### src/rtl/ipc_mbox_pkg.sv
package ipc_mbox_pkg;

    typedef enum logic [1:0] {
        W_MSG_AB = 2'd0,
        W_CTRL_A = 2'd1,
        W_MSG_BA = 2'd2,
        W_CTRL_B = 2'd3
    } word_e;

    localparam int NUM_WORDS  = 4;
    localparam int CB_SEND    = 0;
    localparam int CB_SENT    = 1;
    localparam int CB_RECV    = 2;
    localparam int CB_ACK     = 3;
    localparam int CB_IE_RECV = 4;
    localparam int CB_IE_SENT = 5;
    localparam int CTRL_BITS  = 6;

    localparam int NUM_FLAGS  = 4;
    localparam int F_REQ_AB   = 0;
    localparam int F_REQ_BA   = 1;
    localparam int F_ACK_A2B  = 2;
    localparam int F_ACK_B2A  = 3;

    typedef enum logic {
        IRQ_QUIET    = 1'b0,
        IRQ_ASSERTED = 1'b1
    } irq_state_e;

endpackage

### src/rtl/ipc_reg_port.sv
module ipc_reg_port
    import ipc_mbox_pkg::*;
#(
    parameter int ADDR_W    = 6,
    parameter int DATA_W    = 32,
    parameter bit HAS_WORD3 = 1'b1
) (
    input  logic                            sel,
    input  logic                            wr,
    input  logic [ADDR_W-1:0]               addr,
    input  logic [NUM_WORDS-1:0][DATA_W-1:0] words,
    output logic [NUM_WORDS-1:0]            we,
    output logic [DATA_W-1:0]               rdata
);

    word_e idx;
    logic  mapped;

    always_comb begin
        idx    = word_e'(addr[3:2]);
        mapped = (addr[1:0] == 2'b00) && ((addr >> 4) == '0)
                 && (HAS_WORD3 || (idx != W_CTRL_B));
    end

    always_comb begin
        we = '0;
        if (sel && wr && mapped) begin
            we[idx] = 1'b1;
        end
    end

    always_comb begin
        rdata = '0;
        if (sel && !wr && mapped) begin
            unique case (idx)
                W_MSG_AB: rdata = words[0];
                W_CTRL_A: rdata = words[1];
                W_MSG_BA: rdata = words[2];
                W_CTRL_B: rdata = HAS_WORD3 ? words[3] : '0;
            endcase
        end
    end

endmodule

### src/rtl/ipc_hs_flag.sv
module ipc_hs_flag (
    input  logic clk,
    input  logic rst_n,
    input  logic set,
    input  logic clr,
    output logic q
);

    always_ff @(posedge clk or negedge rst_n) begin
        if (!rst_n) begin
            q <= 1'b0;
        end else if (set) begin
            q <= 1'b1;
        end else if (clr) begin
            q <= 1'b0;
        end
    end


    set_wins_chk: assert property (@(posedge clk) disable iff (!rst_n)
        set |=> q);


    clear_takes_chk: assert property (@(posedge clk) disable iff (!rst_n)
        (clr && !set) |=> !q);


    idle_hold_chk: assert property (@(posedge clk) disable iff (!rst_n)
        (!set && !clr) |=> $stable(q));

endmodule

### src/rtl/ipc_irq_fsm.sv
module ipc_irq_fsm
    import ipc_mbox_pkg::*;
(
    input  logic clk,
    input  logic rst_n,
    input  logic recv_flag,
    input  logic sent_flag,
    input  logic ie_recv,
    input  logic ie_sent,
    output logic irq
);

    irq_state_e state, state_nx;
    logic       cause;

    always_comb begin
        cause    = (recv_flag && ie_recv) || (sent_flag && ie_sent);
        state_nx = state;
        unique case (state)
            IRQ_QUIET:    if (cause)  state_nx = IRQ_ASSERTED;
            IRQ_ASSERTED: if (!cause) state_nx = IRQ_QUIET;
        endcase
    end

    always_ff @(posedge clk or negedge rst_n) begin
        if (!rst_n) begin
            state <= IRQ_QUIET;
        end else begin
            state <= state_nx;
        end
    end

    always_comb begin
        irq = (state == IRQ_ASSERTED);
    end


    irq_rise_chk: assert property (@(posedge clk) disable iff (!rst_n)
        ((recv_flag && ie_recv) || (sent_flag && ie_sent)) |=> irq);


    irq_fall_chk: assert property (@(posedge clk) disable iff (!rst_n)
        !((recv_flag && ie_recv) || (sent_flag && ie_sent)) |=> !irq);

endmodule

### src/rtl/ipc_mailbox.sv
module ipc_mailbox
    import ipc_mbox_pkg::*;
#(
    parameter int ADDR_W = 6,
    parameter int DATA_W = 32
) (
    input  logic              clk,
    input  logic              rst_n,
    input  logic              a_sel,
    input  logic              a_wr,
    input  logic [ADDR_W-1:0] a_addr,
    input  logic [DATA_W-1:0] a_wdata,
    output logic [DATA_W-1:0] a_rdata,
    input  logic              b_sel,
    input  logic              b_wr,
    input  logic [ADDR_W-1:0] b_addr,
    input  logic [DATA_W-1:0] b_wdata,
    output logic [DATA_W-1:0] b_rdata,
    output logic              a_irq,
    output logic              b_irq
);

    localparam int PAD_W = DATA_W - CTRL_BITS;

    logic [NUM_WORDS-1:0]             a_we, b_we;
    logic [NUM_WORDS-1:0][DATA_W-1:0] reg_words;
    logic [NUM_FLAGS-1:0]             flag_set, flag_clr, flag_q;
    logic [1:0]                       ie_a, ie_b;
    logic [DATA_W-1:0]                msg_ab, msg_ba;
    logic [CTRL_BITS-1:0]             view_a, view_b;
    logic                             a_hits_actl, b_hits_actl, b_hits_bctl;

    // ---- register ports ----
    ipc_reg_port #(.ADDR_W(ADDR_W), .DATA_W(DATA_W), .HAS_WORD3(1'b0)) u_port_a (
        .sel   (a_sel),
        .wr    (a_wr),
        .addr  (a_addr),
        .words (reg_words),
        .we    (a_we),
        .rdata (a_rdata)
    );

    ipc_reg_port #(.ADDR_W(ADDR_W), .DATA_W(DATA_W), .HAS_WORD3(1'b1)) u_port_b (
        .sel   (b_sel),
        .wr    (b_wr),
        .addr  (b_addr),
        .words (reg_words),
        .we    (b_we),
        .rdata (b_rdata)
    );

    // ---- flag set / clear routing ----
    always_comb begin
        a_hits_actl = a_we[W_CTRL_A];
        b_hits_actl = b_we[W_CTRL_A];
        b_hits_bctl = b_we[W_CTRL_B];

        flag_set[F_REQ_AB]  = (a_hits_actl && a_wdata[CB_SEND]) || (b_hits_actl && b_wdata[CB_SEND]);
        flag_clr[F_REQ_AB]  = b_hits_bctl && b_wdata[CB_RECV];

        flag_set[F_REQ_BA]  = b_hits_bctl && b_wdata[CB_SEND];
        flag_clr[F_REQ_BA]  = (a_hits_actl && a_wdata[CB_RECV]) || (b_hits_actl && b_wdata[CB_RECV]);

        flag_set[F_ACK_A2B] = (a_hits_actl && a_wdata[CB_ACK]) || (b_hits_actl && b_wdata[CB_ACK]);
        flag_clr[F_ACK_A2B] = b_hits_bctl && b_wdata[CB_SENT];

        flag_set[F_ACK_B2A] = b_hits_bctl && b_wdata[CB_ACK];
        flag_clr[F_ACK_B2A] = (a_hits_actl && a_wdata[CB_SENT]) || (b_hits_actl && b_wdata[CB_SENT]);
    end

    for (genvar gi = 0; gi < NUM_FLAGS; gi++) begin : g_flag
        ipc_hs_flag u_flag (
            .clk   (clk),
            .rst_n (rst_n),
            .set   (flag_set[gi]),
            .clr   (flag_clr[gi]),
            .q     (flag_q[gi])
        );
    end

    // ---- enables and message words ----
    always_ff @(posedge clk or negedge rst_n) begin
        if (!rst_n) begin
            ie_a   <= '0;
            ie_b   <= '0;
            msg_ab <= '0;
            msg_ba <= '0;
        end else begin
            if (a_we[W_CTRL_A]) begin
                ie_a <= {a_wdata[CB_IE_SENT], a_wdata[CB_IE_RECV]};
            end else if (b_we[W_CTRL_A]) begin
                ie_a <= {b_wdata[CB_IE_SENT], b_wdata[CB_IE_RECV]};
            end
            if (b_we[W_CTRL_B]) begin
                ie_b <= {b_wdata[CB_IE_SENT], b_wdata[CB_IE_RECV]};
            end
            if (a_we[W_MSG_AB]) begin
                msg_ab <= a_wdata;
            end else if (b_we[W_MSG_AB]) begin
                msg_ab <= b_wdata;
            end
            if (a_we[W_MSG_BA]) begin
                msg_ba <= a_wdata;
            end else if (b_we[W_MSG_BA]) begin
                msg_ba <= b_wdata;
            end
        end
    end

    // ---- per-side control views ----
    always_comb begin
        view_a = {ie_a[1], ie_a[0], flag_q[F_ACK_A2B], flag_q[F_REQ_BA],
                  flag_q[F_ACK_B2A], flag_q[F_REQ_AB]};
        view_b = {ie_b[1], ie_b[0], flag_q[F_ACK_B2A], flag_q[F_REQ_AB],
                  flag_q[F_ACK_A2B], flag_q[F_REQ_BA]};
        reg_words[W_MSG_AB] = msg_ab;
        reg_words[W_CTRL_A] = {{PAD_W{1'b0}}, view_a};
        reg_words[W_MSG_BA] = msg_ba;
        reg_words[W_CTRL_B] = {{PAD_W{1'b0}}, view_b};
    end

    // ---- interrupts ----
    ipc_irq_fsm u_irq_a (
        .clk       (clk),
        .rst_n     (rst_n),
        .recv_flag (flag_q[F_REQ_BA]),
        .sent_flag (flag_q[F_ACK_B2A]),
        .ie_recv   (ie_a[0]),
        .ie_sent   (ie_a[1]),
        .irq       (a_irq)
    );

    ipc_irq_fsm u_irq_b (
        .clk       (clk),
        .rst_n     (rst_n),
        .recv_flag (flag_q[F_REQ_AB]),
        .sent_flag (flag_q[F_ACK_A2B]),
        .ie_recv   (ie_b[0]),
        .ie_sent   (ie_b[1]),
        .irq       (b_irq)
    );


    a_cannot_touch_bctl_chk: assert property (@(posedge clk) disable iff (!rst_n)
        (a_sel && a_wr && (a_addr == ADDR_W'(12)) && !b_we[W_CTRL_B]) |=> $stable(ie_b));


    a_wins_enable_chk: assert property (@(posedge clk) disable iff (!rst_n)
        (a_we[W_CTRL_A] && b_we[W_CTRL_A]) |=>
            (ie_a == $past({a_wdata[CB_IE_SENT], a_wdata[CB_IE_RECV]})));

endmodule

### config.mk
export PLATFORM = sky130hd
export DESIGN_NAME = ipc_mailbox
export DESIGN_NICKNAME = d
export VERILOG_FILES = /design/src/rtl/ipc_mbox_pkg.sv /design/src/rtl/ipc_reg_port.sv /design/src/rtl/ipc_hs_flag.sv /design/src/rtl/ipc_irq_fsm.sv /design/src/rtl/ipc_mailbox.sv
export SDC_FILE = /design/constraint.sdc
export NUM_CORES = 1
export LEC_CHECK = 0
export CORE_UTILIZATION = 30
export CTS_BUF_LIST = sky130_fd_sc_hd__clkbuf_16
export DETAILED_ROUTE_END_ITERATION = 16
export HOLD_SLACK_MARGIN = 0.05
export SETUP_SLACK_MARGIN = 0.1
export SLEW_MARGIN = 25
export SYNTH_ARGS = -nofsm -noshare
export SYNTH_HDL_FRONTEND = slang
export SYNTH_SLANG_ARGS = --single-unit
### constraint.sdc
create_clock -name clk -period 3.8 [get_ports clk]
set_clock_uncertainty 0.15 [all_clocks]
set_input_delay 0.76 -clock clk [delete_from_list [all_inputs] [get_ports clk]]
set_output_delay 0.76 -clock clk [all_outputs]
set_load 0.005 [all_outputs]
Word level (Yosys, flattened, before mapping)
Index checks and enable logic that the tools add are counted.

word-level totals
  memory bits (read-only) = 0
  memories kept = 0
  word-level logic and storage cells = 97
  output and inout bits = 66
  memory bits (writable) = 0
  latch bits = 0
  input port bits = 82
  flip-flop bits (word level) = 74

operators by class
  divide/modulo/power cells = 0
  shift-type cells = 0
  order comparisons = 4
  mux-type cells = 26
  $mul = 0
  reduce and logical (&&, ||, !) cells = 50
  bitwise logic cells = 0
  add/subtract/negate cells = 0
  equality and inequality tests = 7

operators by type and width
  cell                                                                    count
  32-bit one-hot mux with 4 select lines                                  2
  32-bit two-way mux                                                      6
  1-bit logical AND                                                       29
  2-bit nonzero test                                                      7
  6-bit logical NOT                                                       2
  1-bit two-way mux                                                       12
  2-bit == test (second input constant)                                   4
  2-bit logical NOT                                                       4
  1-bit logical OR                                                        6
  2-bit by 3-bit < comparator with 1-bit output (second input constant)   2
  1-bit demux with 2-bit select                                           2
  2-bit by 1-bit == test with 1-bit output (second input constant)        2
  2-bit by 1-bit >= comparator with 1-bit output (second input constant)  2
  2-bit two-way mux                                                       2
  4-bit two-way mux                                                       1
  3-bit two-way mux                                                       1
  1-bit logical NOT                                                       2
  2-bit inequality test (second input constant)                           1

Longest topological paths before layout
  depth after elaboration = 9
  gate-level depth with buffers = 7
  gate-level depth less buffers = 4

Modules after synthesis
From an unflattened synthesis, not the netlist that was laid out.

second synthesis, totals
  cell total of the unflattened synthesis = 561
  area, all modules = 6042.0 um^2

modules (own cells, without submodules)
  module                   instances  area each (um^2)  cells an instance  sequential area each (um^2)
  ipc_mailbox              1          3260.6            300                1701.6
  ipc_reg_port (u_port_b)  1          1457.6            93                 0.0
  ipc_reg_port (u_port_a)  1          1111.1            152                0.0
  ipc_hs_flag              4          36.3              3                  25.0
  ipc_irq_fsm              2          33.8              2                  25.0

Worst setup path before layout
Ideal clock, no wire load.

  path kind = input port to output port
  start = in b_addr[1]
  end = out b_rdata[11]
  path buffers = 2
  data arrival time = 2344 ps
  required time = 2890 ps
  slack = 546 ps
  stages on the path = 6
  cells stage by stage = or4_4 or3_4 or2_1 buf_2 buf_4 nor2_1

on the way
  longest elaborated chain between the ends = 4

ends and longest elaborated chain
  item                line                source
  start, declared     ipc_mailbox.sv:16   input logic [ADDR_W-1:0] b_addr,
  2-bit logical NOT   ipc_reg_port.sv:21  mapped = (addr[1:0] == 2'b00) && ((addr >> 4) == '0)
  1-bit logical AND   ipc_reg_port.sv:21
  1-bit logical AND   ipc_reg_port.sv:34  if (sel && !wr && mapped) begin
  32-bit two-way mux  ipc_reg_port.sv:34
  end, declared       ipc_mailbox.sv:18   output logic [DATA_W-1:0] b_rdata,

Every way passes these cells.

Final worst setup path
  start = in b_addr[5]
  end = out b_rdata[11]

on the way
  longest elaborated chain between the ends = 4

ends and longest elaborated chain
  item                line
  6-bit logical NOT   ipc_reg_port.sv:21
  1-bit logical AND   ipc_reg_port.sv:21
  1-bit logical AND   ipc_reg_port.sv:34
  32-bit two-way mux  ipc_reg_port.sv:34

Every way passes these cells.

==> summary.txt <==
outcome -> complete, no violations
post-synthesis xor/xnor area fraction -> 0
Synth Area in Compound Gates -> 0.0997
die height -> 126 um
Crit Path Max Fanout -> 5
largest family of logic cells by synthesized area -> multiplexers
Final Hold Slack -> 0.287 ns
Port Buf Inserts -> 147
Core Region -> 0.0148 mm^2
CP arrival -> 2.75 ns
Multi-input gate area -> 0.00264 mm^2
Worst VDD drop -> 0.232 mV
critical setup path kind -> in -> out
worst-case clock buffer depth -> 2
layout cells sized above 1 -> 0.170
register area -> 0.00185 mm^2
Pwr Density -> 366 mW/mm^2
vias in the first global route -> 4321
Cell Area, Placed -> 0.00626 mm^2
ant diodes -> 0
TritonCTS clock tree -> built
first-pass GRT wire length -> 23.3 mm
# setup viols final -> 0
final hold vios -> 0
Num CTS Buffers -> 9
Crit. End Element -> output pin
fin util -> 0.452
period utilization -> 0.963
die area -> 0.0158 mm^2
# rows -> 44
DRC violations left -> 0
Pleak -> 3.19 nW
Worst-Margin Slew -> 0.718 ns
Tot GR Track Use -> 0.189
flop-to-flop setup slack -> 2.80 ns
gr ovfl total -> 0
via density per instance -> 5.14
Placer Congestion -> 0.819
distinct cell type count after synthesis -> 30
Max-Cap Viols -> 0
htree depth -> 3
largest net degree at the start of global routing -> 75
routed len/inst -> 17.9 um
initial antenna violation count -> 0
IO Pins -> 148
Post-DRT Antenna Nets -> 0
routed wire length -> 14.7 mm
detailed-placement wirelength estimate -> 9.52 mm
startpoint class of the critical path -> primary input
Nets -> 714
Root Buffer -> clkbuf_16
register area share after synthesis -> 0.403
Synth Area in Simple Gates -> 0.149
drt first-iter violations -> 237
Pins Over Slew Limit -> 0
CTS Sinks -> 74
syn nets -> 568
Post-Syn Area -> 0.00459 mm^2
first-pass detailed-route iteration total -> 4
Initial Util -> 0.311
most common cell after layout, fill and taps aside -> mux2i_1
f_max -> 0.273 GHz
Fillers -> 1409
Post-Synthesis Cells -> 486
mux contribution to synthesized area -> 0.305
Die Span X -> 126 um
RSZ-0062 raised after global routing -> yes
adder-cell share of the synthesized area -> 0
Hold Buf Count CTS -> 0
Clock Pin Slew Worst Setup and Hold Paths -> 0.06 ns
clock latency on the worst-skew pair -> 0.33 ns
clock period minus worst slack -> 3.66 ns
Seq cells post-synth -> 74
Hold Path Class -> in -> async
Layout area overhead -> 45.3%
finished layout cell area -> 0.00667 mm^2
Slew HR -> 0.521
most frequent cells in the layout -> mux2i_1, nor2_1, clkdlybuf4s50_1
worst endpoint required time -> 2.89 ns
vias post-DR -> 4220
yosys warns -> 0
Mean Syn Cell Area -> 9.45 um^2
[sequential cells by signal, indices dropped and copies added, names as in the netlist]
register	count
g_flag.u_flag.q	4
ie_a	2
u_irq_a.irq	1
u_irq_b.irq	1
msg_ab	32
msg_ba	32
ie_b	2
[final timing paths]
| path | start | end | cells after the start |
|---|---|---|---|
| min in group clk | ie_b[1] | u_irq_b.irq | 1 |
| worst min register to register | ie_b[1] | u_irq_b.irq | 1 |
| max in group asynchronous | rst_n | msg_ab[21] | 1 |
| worst max register to register | msg_ba[18] | msg_ba[18] | 2 |
| worst min-delay path | rst_n | msg_ba[0] | 1 |
| worst max-delay path | b_addr[5] | b_rdata[11] | 8 |
[layout make-up]
type / count / area share
Multi-Input combinational cell: 373 / 0.396
Sequential cell: 74 / 0.278
Timing Repair Buffer: 172 / 0.244
Tap cell: 184 / 0.0345
Clock buffer: 9 / 0.0338
Clock inverter: 7 / 0.0139
Inverter: 2 / 0.00113
[logic make-up after synthesis]
logic type | count (synthesis)
multiplexers | 132
buffers and inverters | 39
flip-flops | 74
AND/OR/NAND/NOR | 157
AO/OA/AOI/OAI | 84
[routing by layer]
| metal | up-vias | part of all wire | track usage |
|---|---|---|---|
| met4 | 0 | 0.011 | 0.0574 |
| met1 | 2082 | 0.45 | 0.235 |
| met5 | - | 0 | 0 |
| met3 | 15 | 0.050 | 0.0399 |
| met2 | 133 | 0.49 | 0.328 |
| li1 | 1990 | - | - |
[cells in the mapped netlist]
cell      count  area share
nor2_1      129        0.11
mux2i_1     124        0.27
dfrtp_1      74        0.40
a21oi_1      72       0.078
clkbuf_1     23       0.019
nor2b_1       8       0.011
nand2_1       7      0.0057
mux4_2        6       0.029
buf_6         5       0.012
buf_1         4      0.0033
buf_4         4      0.0065
a21bo_2       2      0.0044
a22o_1        2      0.0038
a22oi_1       2      0.0033
a32o_1        2      0.0044
inv_1         2      0.0016
mux2_2        2      0.0049
nand4_1       2      0.0027
o211ai_1      2      0.0033
o21ai_0       2      0.0022
or2_1         2      0.0027
or4_4         2      0.0049
and4_1        1      0.0019
buf_2         1      0.0011
nand3b_1      1      0.0016
nor3_1        1      0.0011
nor4_1        1      0.0014
nor4_4        1      0.0046
nor4b_2       1      0.0033
or3_4         1      0.0025
[per-stage QoR]
stage | worst slack [ns] | setup TNS, ns | cells | total power [mW]
2_1_floorplan | 0.546 | 0 | 486 | 1.30
3_3_place_gp | -0.287 | -6.46 | 798 | 1.50
3_5_place_dp | -0.318 | -6.71 | 798 | 1.52
4_1_cts | 0.0230 | 0 | 819 | 2.46
5_1_grt | 0.0605 | 0 | 821 | 2.56
6_report | 0.142 | 0 | 821 | 2.44
[timing repair]
| action | CTS | global route |
|---|---|---|
| pin swaps | 4 | 7 |
| endpoints found under the setup margin | 58 | 46 |
| endpoints found under the hold margin | 0 | 0 |
| resized for setup | 138 | 19 |
| buffers inserted | 4 | 1 |
| gates cloned | 1 | 1 |
[worst max-delay path: stages]
cell,delay [ns]
clkdlybuf4s50_1,0.39
or4_4,0.42
or3_4,0.40
or2_4,0.25
buf_6,0.14
clkbuf_16,0.16
nor2_2,0.10
buf_2,0.12
[power by group]
| part | internal (mW) | leakage (nW) | switching [mW] |
|---|---|---|---|
| sequential | 0.928 | 0.956 | 0.113 |
| clock | 0.574 | 0.151 | 0.344 |
| combinational | 0.268 | 2.08 | 0.215 |
(Power assumes the default switching activity.)
